===== src/rtl/irq_pend_arb.sv =====
module irq_pend_arb #(
  parameter int PC_W     = 32,
  parameter int SRR_W    = 32,
  parameter int FPEN_POS = 20,
  parameter int NEXT_POS = 16
) (
  input  logic             clk,
  input  logic             rst_n,
  input  logic             ext_line_i,
  input  logic             dec_tick_i,
  input  logic             msr_ee_i,
  input  logic             msr_fe0_i,
  input  logic             msr_fe1_i,
  input  logic             fpsum_i,
  input  logic [PC_W-1:0]  pc_i,
  output logic             take_o,
  output logic [11:0]      vec_o,
  output logic [SRR_W-1:0] srr_or_o,
  output logic [PC_W-1:0]  save_pc_o
);
  localparam logic [11:0] VEC_FP  = 12'h700;
  localparam logic [11:0] VEC_EXT = 12'h500;
  localparam logic [11:0] VEC_DEC = 12'h900;
  localparam logic [SRR_W-1:0] FP_MASK =
    (SRR_W'(1) << FPEN_POS) | (SRR_W'(1) << NEXT_POS);

  logic sync1, ext_pend, dec_pend, busy_q;
  logic fp_cond, ext_go, dec_go, want, quiet;

  assign fp_cond = (msr_fe0_i | msr_fe1_i) & fpsum_i;
  assign ext_go  = msr_ee_i & ext_pend;
  assign dec_go  = msr_ee_i & dec_pend & ~ext_pend;
  assign want    = ~busy_q & (fp_cond | ext_go | dec_go);
  assign quiet   = ~msr_ee_i & ~msr_fe0_i & ~msr_fe1_i;

  always_ff @(posedge clk) begin
    if (!rst_n) begin
      sync1    <= 1'b0;
      ext_pend <= 1'b0;
    end else begin
      sync1    <= ext_line_i;
      ext_pend <= sync1;
    end
  end

  always_ff @(posedge clk) begin
    if (!rst_n)
      dec_pend <= 1'b0;
    else if (dec_tick_i)
      dec_pend <= 1'b1;
    else if (want && !fp_cond && !ext_go)
      dec_pend <= 1'b0;
  end

  always_ff @(posedge clk) begin
    if (!rst_n)
      busy_q <= 1'b0;
    else if (want)
      busy_q <= 1'b1;
    else if (quiet)
      busy_q <= 1'b0;
  end

  always_ff @(posedge clk) begin
    if (!rst_n) begin
      take_o    <= 1'b0;
      vec_o     <= '0;
      srr_or_o  <= '0;
      save_pc_o <= '0;
    end else begin
      take_o <= want;
      if (want) begin
        save_pc_o <= pc_i;
        if (fp_cond) begin
          vec_o    <= VEC_FP;
          srr_or_o <= FP_MASK;
        end else begin
          vec_o    <= ext_go ? VEC_EXT : VEC_DEC;
          srr_or_o <= '0;
        end
      end
    end
  end

  AST_SINGLE_STROBE: assert property (@(posedge clk) disable iff (!rst_n)
    take_o |=> !take_o);
  AST_MISSED_EXT: assert property (@(posedge clk) disable iff (!rst_n)
    (ext_pend && msr_ee_i && !busy_q) |=> take_o);
  AST_DEC_ONESHOT: assert property (@(posedge clk) disable iff (!rst_n)
    (take_o && vec_o == VEC_DEC && !$past(dec_tick_i)) |-> !dec_pend);
  AST_FP_FIRST: assert property (@(posedge clk) disable iff (!rst_n)
    (take_o && $past(fp_cond)) |-> (vec_o == VEC_FP && srr_or_o == FP_MASK));
  AST_PLAIN_MASK: assert property (@(posedge clk) disable iff (!rst_n)
    (take_o && vec_o != VEC_FP) |-> srr_or_o == '0);
endmodule


===== config.mk =====
export PLATFORM = sky130hd
export DESIGN_NAME = irq_pend_arb
export DESIGN_NICKNAME = d
export VERILOG_FILES = /design/src/rtl/irq_pend_arb.sv
export SDC_FILE = /design/constraint.sdc
export NUM_CORES = 1
export LEC_CHECK = 0
export BUFFER_PORTS_ARGS = -buffer_cell sky130_fd_sc_hd__buf_4
export CAP_MARGIN = 25
export CORE_MARGIN = 2
export CORE_UTILIZATION = 48
export CTS_BUF_LIST = sky130_fd_sc_hd__clkbuf_4
export CTS_CLUSTER_DIAMETER = 100
export DETAILED_ROUTE_END_ITERATION = 10
export GPL_TIMING_DRIVEN = 0
export MAX_ROUTING_LAYER = met4
export PLACE_DENSITY = 0.85
export SYNTH_ARGS = -nofsm -noshare
export SYNTH_HDL_FRONTEND = slang
export SYNTH_SLANG_ARGS = --single-unit

===== constraint.sdc =====
create_clock -name clk -period 3.17 [get_ports clk]
set_input_delay 0.634 -clock clk [delete_from_list [all_inputs] [get_ports clk]]
set_output_delay 0.634 -clock clk [all_outputs]
set_load 0.005 [all_outputs]

Word-level counts from Yosys, hierarchy flattened
Cells that the tools add are included.

operators by class
  muxes and demuxes = 7
  bitwise gates (word level) = 15
  reductions and logical operators = 6

operator list
  cell                 count
  $mux W12             2
  $mux W21             1
  $and A1 B1 Y1        7
  $not A1 Y1           5
  $mux W1              4
  $reduce_bool A2 Y1   2
  $or A1 B1 Y1         3
  $logic_and A1 B1 Y1  2
  $logic_not A1 Y1     2

storage, ports and cells
  register bits after elaboration = 81
  input port bits = 40
  output and inout bits = 77
  logic and storage cells = 36

Depth between registers and ports, before layout
  depth in word-level cells = 9
  gate-level depth with buffers = 5
  gate-level depth less buffers = 3

Worst setup path before layout
Ideal clock, no wire load.

  path type = input port to flip-flop
  from = input msr_fe0_i
  to = register save_pc_o[10]
  setup time = 0.072 ns
  arrival time = 1.433 ns
  required time = 3.098 ns
  path slack = 1.665 ns
  stages on the path = 5
  buffers on the path = 2
  cell sequence = o21ai_2 -> o22a_1 -> buf_6 -> buf_12 -> mux2i_1

between the ends
  cells in the longest elaborated chain, start to end = 5

RTL lines
  what                        RTL line  source
  from (decl)                 12        input logic msr_fe0_i,
  $or A1 B1 Y1                30        assign fp_cond = (msr_fe0_i | msr_fe1_i) & fpsum_i;
  $and A1 B1 Y1               30
  $or A1 B1 Y1 (2 in series)  33        assign want = ~busy_q & (fp_cond | ext_go | dec_go);
  $and A1 B1 Y1               33
  to (signal assigned)        73        save_pc_o <= pc_i;
  to (decl)                   19        output logic [PC_W-1:0] save_pc_o

No other way between the ends.
A chain may end at the register's enable or synchronous reset.

==> impl_results.html <==
<table>
<tr><th>Metric</th><th>Value</th></tr>
<tr><th colspan="2">Synth</th></tr>
<tr><td>Library cell occupying the most area in the post-synthesis netlist</td><td>sky130_fd_sc_hd__dfxtp_1</td></tr>
<tr><td>Number of flops mapped to enable cells by yosys</td><td>0</td></tr>
<tr><td>Fraction of synthesized cell area taken by the top area cell type</td><td>42.3%</td></tr>
<tr><td>Ranking of synthesized cells by instance count</td><td>65 x sky130_fd_sc_hd__nand2_1, 41 x sky130_fd_sc_hd__dfxtp_1, 40 x sky130_fd_sc_hd__buf_4</td></tr>
<tr><td>Avg Synthesized Cell Area</td><td>9.06 um2</td></tr>
<tr><td>Main flop type after synthesis</td><td>sky130_fd_sc_hd__dfxtp_1</td></tr>
<tr><td>Dominant cell by count in the synthesized netlist</td><td>sky130_fd_sc_hd__nand2_1</td></tr>
<tr><td>Number of library cell types mapped by synthesis</td><td>22</td></tr>
<tr><td>Number of synthesized register bits</td><td>41</td></tr>
<tr><td>Fraction of synthesis flops using an asynchronous set or reset pin</td><td>0%</td></tr>
<tr><td>Post-synthesis cell area</td><td>1940 um2</td></tr>
<tr><td>Warnings, synthesis</td><td>0</td></tr>
<tr><td>Main area contributors after synthesis</td><td>sky130_fd_sc_hd__dfxtp_1 42%, sky130_fd_sc_hd__mux2i_1 17%, sky130_fd_sc_hd__buf_4 15%</td></tr>
<tr><td>Share of synthesized area occupied by flip-flops and latches</td><td>42.3%</td></tr>
<tr><td>Count of mapped cells out of synthesis</td><td>214</td></tr>
<tr><th colspan="2">Global routing</th></tr>
<tr><td>Via count of the first global-routing pass</td><td>1378</td></tr>
<tr><td>Pin count of the biggest net entering global routing</td><td>13</td></tr>
<tr><td>Aggregate global routing overflow</td><td>0</td></tr>
<tr><td>Overall fraction of global-route tracks in use</td><td>17.7%</td></tr>
<tr><td>Wire length of the first global-routing pass</td><td>5950 um</td></tr>
<tr><td>Number of antenna violations at the first check in global routing</td><td>0</td></tr>
<tr><th colspan="2">Placed design</th></tr>
<tr><td>Instance area after placement</td><td>2720 um2</td></tr>
<tr><td>HPWL reported at the end of detailed placement</td><td>3110 um</td></tr>
<tr><td>Total of buffers placed on input and output ports</td><td>77</td></tr>
<tr><td>Final RePlAce weighted congestion</td><td>0.751</td></tr>
<tr><th colspan="2">Worst setup path</th></tr>
<tr><td>Arrival time reported for the critical path endpoint</td><td>0.96 ns</td></tr>
<tr><td>Reg2reg end</td><td>save_pc_o[15]</td></tr>
<tr><td>FF-to-FF path depth</td><td>5</td></tr>
<tr><td>Worst Setup Start Kind</td><td>register</td></tr>
<tr><td>Endpoint type of the worst setup path</td><td>output pin</td></tr>
<tr><td>Minimum setup slack among reg-to-reg paths</td><td>1.81 ns</td></tr>
<tr><td>Endpoint required time on the critical path</td><td>2.54 ns</td></tr>
<tr><td>Reg2reg start</td><td>busy_q</td></tr>
<tr><td>Crit Path Class</td><td>reg -&gt; out</td></tr>
<tr><td>Critical path fanouts, max</td><td>4</td></tr>
<tr><th colspan="2">Power and ir drop</th></tr>
<tr><td>Fraction of power consumed by the clock network</td><td>27.2%</td></tr>
<tr><td>Internal Pwr Total</td><td>898 uW</td></tr>
<tr><td>Power dissipated by switching net loads</td><td>302 uW</td></tr>
<tr><td>Power Dens Cells</td><td>430 nW/um2</td></tr>
<tr><td>Leakage power total</td><td>1.53 nW</td></tr>
<tr><td>Combinational power share</td><td>24.3%</td></tr>
<tr><td>Worst IR drop on VDD</td><td>319 uV</td></tr>
<tr><td>Switching share of power</td><td>25.2%</td></tr>
<tr><td>Sequential share of power</td><td>48.6%</td></tr>
<tr><th colspan="2">Clock tree</th></tr>
<tr><td>TritonCTS clock tree</td><td>yes</td></tr>
<tr><td>Inserted Clock Buffers</td><td>5</td></tr>
<tr><td>H-tree levels</td><td>2</td></tr>
<tr><td>Number of gates resized after cts</td><td>0</td></tr>
<tr><td>Post-CTS Setup Bufs</td><td>0</td></tr>
<tr><td>Hold buffer count at CTS</td><td>0</td></tr>
<tr><td>Total clock sinks</td><td>41</td></tr>
<tr><td>Max Root-Sink Buffers</td><td>2</td></tr>
<tr><td>Clock-pin transition on the worst setup and hold timing paths</td><td>0.12 ns</td></tr>
<tr><td>CTS Root Cell</td><td>sky130_fd_sc_hd__clkbuf_4</td></tr>
<tr><td>Clk Latency, worst-skew pair</td><td>0.35 ns</td></tr>
<tr><th colspan="2">Routing</th></tr>
<tr><td>Average vias per placed instance</td><td>4.26</td></tr>
<tr><td>Remaining routing DRC violations</td><td>0</td></tr>
<tr><td>Routed wire per std cell</td><td>10.3 um</td></tr>
<tr><td>Count of routing violations after the opening detailed-route iteration</td><td>37</td></tr>
<tr><td>Wirelength, routed</td><td>3960 um</td></tr>
<tr><td>Count of nets left with antenna violations after detail routing</td><td>0</td></tr>
<tr><td>Total via count after detailed routing</td><td>1641</td></tr>
<tr><td>Number of detailed-routing iterations run before antenna repair</td><td>4</td></tr>
<tr><th colspan="2">Timing</th></tr>
<tr><td>Clock skew after layout</td><td>0.00503 ns</td></tr>
<tr><td>Final-layout setup total negative slack</td><td>0 ns</td></tr>
<tr><td>Unrepaired setup endpoints after global routing</td><td>no</td></tr>
<tr><td>Final setup vio count</td><td>0</td></tr>
<tr><td>Period utilization</td><td>50.4%</td></tr>
<tr><td>Min Clock Period, post-route</td><td>1.60 ns</td></tr>
<tr><td>WHS</td><td>0.446 ns</td></tr>
<tr><td>Hold Violations, Final</td><td>0</td></tr>
<tr><td>Max Transition Viols Final</td><td>0</td></tr>
<tr><td>Maximum clock frequency</td><td>0.627 GHz</td></tr>
<tr><th colspan="2">Layout</th></tr>
<tr><td>Final nets</td><td>375</td></tr>
<tr><td>Filler Cells Inserted</td><td>314</td></tr>
<tr><td>Final instance area</td><td>2790 um2</td></tr>
<tr><td>Antenna diodes</td><td>0</td></tr>
<tr><td>Share of layout cells above drive strength 1</td><td>39.1%</td></tr>
<tr><td>Register cell area after layout</td><td>821 um2</td></tr>
<tr><td>Multi-input gate area</td><td>852 um2</td></tr>
<tr><td>Layout overhead on the synthesized area</td><td>43.9%</td></tr>
<tr><th colspan="2">Min path</th></tr>
<tr><td>Cell depth of the worst min-delay path</td><td>1</td></tr>
<tr><td>Worst hold path endpoint</td><td>ext_pend</td></tr>
<tr><td>Hold Path Origin</td><td>sync1</td></tr>
<tr><td>Path class of the lowest-slack min-delay path</td><td>reg -&gt; reg</td></tr>
<tr><th colspan="2">Floorplan</th></tr>
<tr><td>Horizontal die dimension</td><td>67.6 um</td></tr>
<tr><td>Std-Cell Core Area</td><td>3940 um2</td></tr>
<tr><td>Row Count</td><td>23</td></tr>
<tr><td>Initial Util</td><td>49.2%</td></tr>
<tr><td>Y dimension of the die</td><td>67.6 um</td></tr>
<tr><td>I/O pins</td><td>117</td></tr>
<tr><td>Area enclosed by the die boundary</td><td>4570 um2</td></tr>
<tr><th colspan="2">Run status</th></tr>
<tr><td>Run status</td><td>complete, no violations</td></tr>
<tr><th colspan="2">Run</th></tr>
<tr><td>Max-cap viol count</td><td>0</td></tr>
</table>
through the flow:
step	power (mW)	utilization, %	instances	worst slack (ns)
5_1_grt	1.27	70.8	385	1.50
6_report	1.20	70.8	385	1.57
2_1_floorplan	0.763	-	251	1.67
4_1_cts	1.21	70.8	385	1.55
3_5_place_dp	0.886	69.0	378	1.40
3_3_place_gp	0.880	69.0	378	1.44
power by group through the flow:
stage	Sequential, mW	Clock [mW]	Combinational [mW]
finish	0.583	0.326	0.291
CTS	0.583	0.333	0.293
detailed placement	0.594	0	0.292
global route	0.588	0.359	0.319
global placement	0.593	0	0.287
floorplan	0.596	0	0.167
state kept, by name, summed over array words and instances, names as in the netlist:
name,cells
ext_pend,1
vec_o,4
dec_pend,1
busy_q,1
sync1,1
save_pc_o,32
take_o,1
worst max-delay path, stage by stage (launching register included):
cell	delay, ns
sky130_fd_sc_hd__dfxtp_1	0.39
sky130_fd_sc_hd__buf_4	0.12
sky130_fd_sc_hd__buf_4	0.10
kinds of logic (layout without fill, tap and decap cells):
kind of cell           after synthesis  after routing  share of synthesized area (%)
other                                1             38                          0.193
flip-flops                          41             41                           42.3
AND/OR/NAND/NOR                     75             75                           15.9
AO/OA/AOI/OAI                       12             12                           4.13
buffers and inverters               53            137                           20.9
multiplexers                        32             32                           16.5
placed cells by master, fill, tap and decap left out, drive strengths merged:
master	instances
buf	121
nand2	65
dfxtp	41
conb	38
mux2i	32
clkbuf	13
o21ai	4
nor2	3
o22ai	2
a21oi	2
o21a	2
and2	2
nor3	2
nand2b	1
o22a	1
nand4bb	1
o211a	1
or2	1
inv	1
clkinv	1
bufinv	1
final cells by class:
type	instances	share of cell area, %
Timing Repair Buffer	77	20.7
Clock inverter	2	1.26
Inverter	1	0.134
Tap cell	50	2.24
Buffer	52	14.4
Clock buffer	5	1.34
Sequential cell	41	29.4
Multi-Input combinational cell	157	30.5
per-layer routing:
metal	share of wire, %	vias up	global-route usage (%)
li1	-	850	-
met1	40	724	19.9
met2	50	61	29.3
met3	8.0	6	6.67
met4	1.3	0	5.36
met5	0	-	-
how the worst max path moves through the flow:
stage	to	slack, ns	cells after the start	from
after global placement	save_pc_o[25]	1.44	6	msr_fe0_i
after CTS	srr_or_o[20]	1.55	2	vec_o[9]
after floorplan	save_pc_o[10]	1.67	5	msr_fe0_i
final	srr_or_o[20]	1.57	2	vec_o[9]
after global routing	srr_or_o[20]	1.50	2	vec_o[9]
after detailed placement	save_pc_o[5]	1.40	6	msr_fe0_i
Power figures use the tool's default switching activity.
